==> src/rtl/bl_pkg.sv <==
package bl_pkg;
  localparam int unsigned LANE_W  = 8;
  localparam int unsigned N_LANES = 2;
  localparam int unsigned DATA_W  = LANE_W * N_LANES;

  typedef enum logic [1:0] {
    ACC_READ       = 2'd0,
    ACC_WR_WORD    = 2'd1,
    ACC_WR_BYTE_LO = 2'd2,
    ACC_WR_BYTE_HI = 2'd3
  } acc_kind_e;
endpackage

==> src/rtl/bl_classify.sv <==
module bl_classify
  import bl_pkg::*;
(
  input  logic      rd_ni,
  input  logic      addr0_i,
  input  logic      word_i,
  output acc_kind_e kind_o
);
  always_comb begin
    if (!rd_ni)       kind_o = ACC_READ;
    else if (word_i)  kind_o = ACC_WR_WORD;
    else if (addr0_i) kind_o = ACC_WR_BYTE_HI;
    else              kind_o = ACC_WR_BYTE_LO;
  end
endmodule

==> src/rtl/bl_lane_enable.sv <==
module bl_lane_enable
  import bl_pkg::*;
(
  input  acc_kind_e kind_i,
  input  logic      addr0_i,
  output logic      hi_en_no,
  output logic      lo_en_no
);
  // lower lane tracks A0 directly
  assign lo_en_no = addr0_i;
  assign hi_en_no = (kind_i == ACC_WR_BYTE_LO);

  always_comb begin
    if (kind_i == ACC_WR_BYTE_HI) AST_HI_BYTE_WR: assert (!hi_en_no && lo_en_no);
    if (kind_i == ACC_READ)       AST_RD_HI_ON:   assert (!hi_en_no);
  end
endmodule

==> src/rtl/bl_rd_steer.sv <==
module bl_rd_steer
  import bl_pkg::*;
#(
  parameter int unsigned LW = LANE_W,
  parameter int unsigned NL = N_LANES
) (
  input  acc_kind_e         kind_i,
  input  logic              addr0_i,
  input  logic [LW*NL-1:0]  mem_i,
  output logic [LW*NL-1:0]  cpu_o
);
  localparam int unsigned TOP = NL - 1;

  logic move_down;
  assign move_down = (kind_i == ACC_READ) && addr0_i;

  for (genvar g = 0; g < NL; g++) begin : g_lane
    if (g == 0) begin : g_low
      assign cpu_o[LW-1:0] = move_down ? mem_i[TOP*LW +: LW] : mem_i[LW-1:0];
    end else begin : g_pass
      assign cpu_o[g*LW +: LW] = mem_i[g*LW +: LW];
    end
  end

  always_comb begin
    if (move_down)  AST_ODD_LOW:  assert (cpu_o[LW-1:0] == mem_i[TOP*LW +: LW]);
    if (!move_down) AST_NO_MOVE:  assert (cpu_o == mem_i);
  end
endmodule

==> src/rtl/byte_lane_steer.sv <==
module byte_lane_steer
  import bl_pkg::*;
(
  input  logic              rd_ni,
  input  logic              addr0_i,
  input  logic              word_i,
  input  logic [DATA_W-1:0] mem_rdata_i,
  output logic              lane_hi_en_no,
  output logic              lane_lo_en_no,
  output logic [DATA_W-1:0] cpu_rdata_o
);
  acc_kind_e kind;

  bl_classify u_cls (
    .rd_ni   (rd_ni),
    .addr0_i (addr0_i),
    .word_i  (word_i),
    .kind_o  (kind)
  );

  bl_lane_enable u_en (
    .kind_i   (kind),
    .addr0_i  (addr0_i),
    .hi_en_no (lane_hi_en_no),
    .lo_en_no (lane_lo_en_no)
  );

  bl_rd_steer u_rd (
    .kind_i  (kind),
    .addr0_i (addr0_i),
    .mem_i   (mem_rdata_i),
    .cpu_o   (cpu_rdata_o)
  );

  always_comb begin
    AST_LO_FOLLOWS_A0: assert (lane_lo_en_no == addr0_i);
    if (!rd_ni && !addr0_i) AST_EVEN_RD_WORD: assert (cpu_rdata_o == mem_rdata_i);
    if (!rd_ni && addr0_i)
      AST_ODD_HI_KEPT: assert (cpu_rdata_o[DATA_W-1 -: LANE_W] == mem_rdata_i[DATA_W-1 -: LANE_W]);
    if (rd_ni && word_i) AST_WORD_WR_HI: assert (!lane_hi_en_no);
    if (rd_ni && !word_i && !addr0_i)
      AST_LO_BYTE_WR: assert (lane_hi_en_no && !lane_lo_en_no);
    if (!rd_ni) AST_RD_WIDTH_IGN: assert (kind == ACC_READ);
  end
endmodule

==> config.mk <==
export PLATFORM = sky130hd
export DESIGN_NAME = byte_lane_steer
export DESIGN_NICKNAME = d
export VERILOG_FILES = /design/src/rtl/bl_pkg.sv /design/src/rtl/bl_classify.sv /design/src/rtl/bl_lane_enable.sv /design/src/rtl/bl_rd_steer.sv /design/src/rtl/byte_lane_steer.sv
export SDC_FILE = /design/constraint.sdc
export NUM_CORES = 1
export LEC_CHECK = 0
export BUFFER_PORTS_ARGS = -buffer_cell sky130_fd_sc_hd__buf_2
export CAP_MARGIN = 20
export CORE_AREA = 4 4 41 43
export DETAILED_ROUTE_END_ITERATION = 6
export DIE_AREA = 0 0 45 47
export GPL_ROUTABILITY_DRIVEN = 0
export PLACE_DENSITY = 0.64
export SLEW_MARGIN = 20
export SYNTH_ARGS = -nofsm -noshare
export SYNTH_HDL_FRONTEND = slang
export SYNTH_SLANG_ARGS = --single-unit
==> constraint.sdc <==
create_clock -name vclk -period 0.83
set_input_delay 0 -clock vclk [all_inputs]
set_output_delay 0 -clock vclk [all_outputs]
set_load 0.02 [all_outputs]
; Word level (Yosys, flattened, before mapping)
; Cells that the tools add are included.
[op_classes]
bitwise = 0
n_mul = 0
n_addsub = 0
muxes = 4
div_mod_pow = 0
shift = 0
n_eq_ne = 1
reduce_logical = 2
order_cmp = 0
[op_table]
columns = cell, n
row1 = 8-bit 2-to-1 mux, 1
row2 = 2-bit 2-to-1 mux, 2
row3 = 2-bit == test (second input constant), 1
row4 = 2-bit zero test, 1
row5 = 1-bit logical AND, 1
row6 = 1-bit 2-to-1 mux, 1
[totals]
n_memories = 0
register_bits = 0
out_inout_bits = 18
rom_bits = 0
ram_bits = 0
in_bits = 19
latchBits = 0

; Longest topological paths before layout
[logic_depth]
ltp_word = 6
depth_mapped = 3
ltp_nobuf = 2

; Cells and area by module
; From an unflattened synthesis, not the netlist that was laid out.
[hier_totals]
cells_unflattened = 21
hier_area_um2 = 203.9
[by_module_without_submodules]
columns = module, area_each_um2, seq_area_each_um2, instances, cells_per_inst
row1 = bl_rd_steer, 168.9, 0.0, 1, 17
row2 = bl_lane_enable, 21.3, 0.0, 1, 2
row3 = bl_classify, 13.8, 0.0, 1, 2

; Worst setup path before layout
; Ideal clock, no wire load.
[synth_path]
path_type = input port to output port
start = input port rd_ni
end = output port cpu_rdata_o[0]
n_path_buf = 1
slack_ns = 0.245
arrival_time_ns = 0.585
required_ns = 0.830
cell_stages = 3
path_cell_list = nand2b_4 > buf_6 > mux2_4
[synth_between]
elab_chain_len = 4
[synth_lines]
columns = item, line_no
row1 = "start, declared", byte_lane_steer.sv:4  ; input logic rd_ni,
row2 = 2-bit 2-to-1 mux, bl_classify.sv:10  ; if (!rd_ni) kind_o = ACC_READ;
row3 = 2-bit zero test, --
row4 = 1-bit logical AND, bl_rd_steer.sv:15  ; assign move_down = (kind_i == ACC_READ) && addr0_i;
row5 = 8-bit 2-to-1 mux, bl_rd_steer.sv:19  ; assign cpu_o[LW-1:0] = move_down ? mem_i[TOP*LW +: LW] : mem_i[LW-1:0];
row6 = "end, declared", byte_lane_steer.sv:10  ; output logic [DATA_W-1:0] cpu_rdata_o
; Every way passes these cells.

; Worst setup path in the final report
[layout_path]
start = input port rd_ni
end = output port cpu_rdata_o[2]
; Same word-level chain as after synthesis.

==> run metrics <==
crit share post-route 0.936; Crit Path Class primary input to output pin; Syn Inst Count 20; Worst Max-Slew Pin Slew around 170 ps; DRC 0; Post-DRT Antenna Nets 0; Final Hold Viols 0; crit path buf inv count 2; count leader, synth buf_4; Setup WS pre-CTS between 40 and 50 ps; DIE WIDTH 45 µm; post-DR wirelength/cell about 10 µm; Critical Path Fanout Max 8; Routed WL roughly 620 µm; routed vias/inst about 3.8; port bufs 37; GR Util All Layers 0.0511; sequential share of the synthesized area 0; Max Clock Freq between 1000 and 1500 MHz; cts hold-fix bufs 0; data arrival time of the critical path roughly 780 ps; Synth area leaders mux2_4 (55%), buf_4 (31%), nand2b_4 (6.3%); Critical Path End Type output pin; row count 13; fin nets 68; Synth Cell Area 220 µm²; Worst Hold Class primary input to output pin; die footprint ~2100 µm²; critical path startpoint category primary input; clock buffers 0; worst vdd ir 0.158 mV; mux share of post-synthesis cell area 0.545; Reg area 0 µm²; area delta synth->final 56.8%; largest family of logic cells by synthesized area multiplexers; final worst slack approximately 53 ps; # Post-CTS Setup Buffers 0; Pins Over Slew Limit 0; Post-CTS Resized 0; core box area between 1000 and 1500 µm²; Die H 47 µm; crit-path leading delay family multiplexers; critical path's slowest cell mux2_4; grt total ovfl 0; Maximum Capacitance Violations 0; Cell Pwr Density approximately 700 nW/µm²; antenna violations before repair 0; post-synthesis xor/xnor area fraction 0; DRT iter0 DRCs 2; RSZ-0062 raised after global routing no; final sequential cell count 0; crit-path cells buf_2 -> nand2b_4 -> mux2_4 -> buf_2; pin count of the biggest net entering global routing 9; Synth Area in Compound Gates 0; num ports 37; total via count in the routed design between 200 and 250; Synth Area in Simple Gates 0.0966; Data required, critical path roughly 830 ps; Final min period 777 ps; Syn Nets 39; initial core utilization 0.169; Ant. Diodes 0; library cells used by synthesis 5; first-pass GRT wire length ~880 µm; top-area cell type share of the netlist area 0.545; Worst slew margin 0.887; status complete, no violations; most frequent CP cell buf_2; Fin Setup TNS 0 ps; Setup violations, final 0; number of global-route vias before repair about 240; leakage 0.000228 µW; Synth area leader mux2_4; fraction of layout cells with a size suffix above 1 0.979; post-synthesis adder-cell area fraction 0; Synth Area per Inst approximately 11 µm²; Largest stage delay, worst path between 300 and 400 ps; First-pass DRT Iterations 2; Ys Warns 0; most frequent cells after synthesis buf_4 (9), mux2_4 (8), buf_6 (1), nand2b_4 (1), nor3b_1 (1)
-- cells in the final DEF, fill, tap and decap left out, drive strengths merged --
cell / synthesis / final
nor3b: 1 / 1
nand2b: 1 / 1
mux2: 8 / 8
buf: 10 / 37
-- report_power, final --
| group | total [µW] | switching [µW] | leakage, µW | internal [µW] |
|---|---|---|---|---|
| clock network | 0 | 0 | 0 | 0 |
| logic | 243 | 124 | 0.000228 | 119 |
| registers | 0 | 0 | 0 | 0 |
| total | 243 | 124 | 0.000228 | 119 |
-- kinds of logic after synthesis --
family / count (synthesis)
AND/OR/NAND/NOR: 2
buffers and inverters: 10
multiplexers: 8
-- final timing paths --
path                       start  cells past startpoint              to  slack, ps
hold / removal    mem_rdata_i[9]                      2  cpu_rdata_o[9]        230
setup / recovery           rd_ni                      4  cpu_rdata_o[2]         50
-- through the flow --
stage | cell area, µm² | cells | hold slack (ps) | total power (µW) | utilization
5_1_grt | 345 | 62 | 246 | 259 | 0.265
6_report | 345 | 62 | 234 | 243 | 0.265
4_1_cts | 345 | 62 | 236 | 247 | 0.265
3_3_place_gp | 345 | 62 | 233 | 243 | 0.265
2_1_floorplan | 220 | 20 | 81.7 | 181 | -
3_5_place_dp | 345 | 62 | 237 | 247 | 0.265
-- metal layers --
layer,global-route usage,vias to the layer above,part of all wire
met5,0,-,0
met4,0,0,0
met3,0,0,0.21
met2,0.121,25,0.51
met1,0.0494,99,0.28
li1,-,113,-
-- final cells by class --
type / count / area, µm²
Multi-Input combinational cell: 10 / 141
Timing Repair Buffer: 37 / 185
Tap cell: 15 / 18.8
Fill cell: 152 / 956
Note: power is estimated with default switching activity, not from simulation.
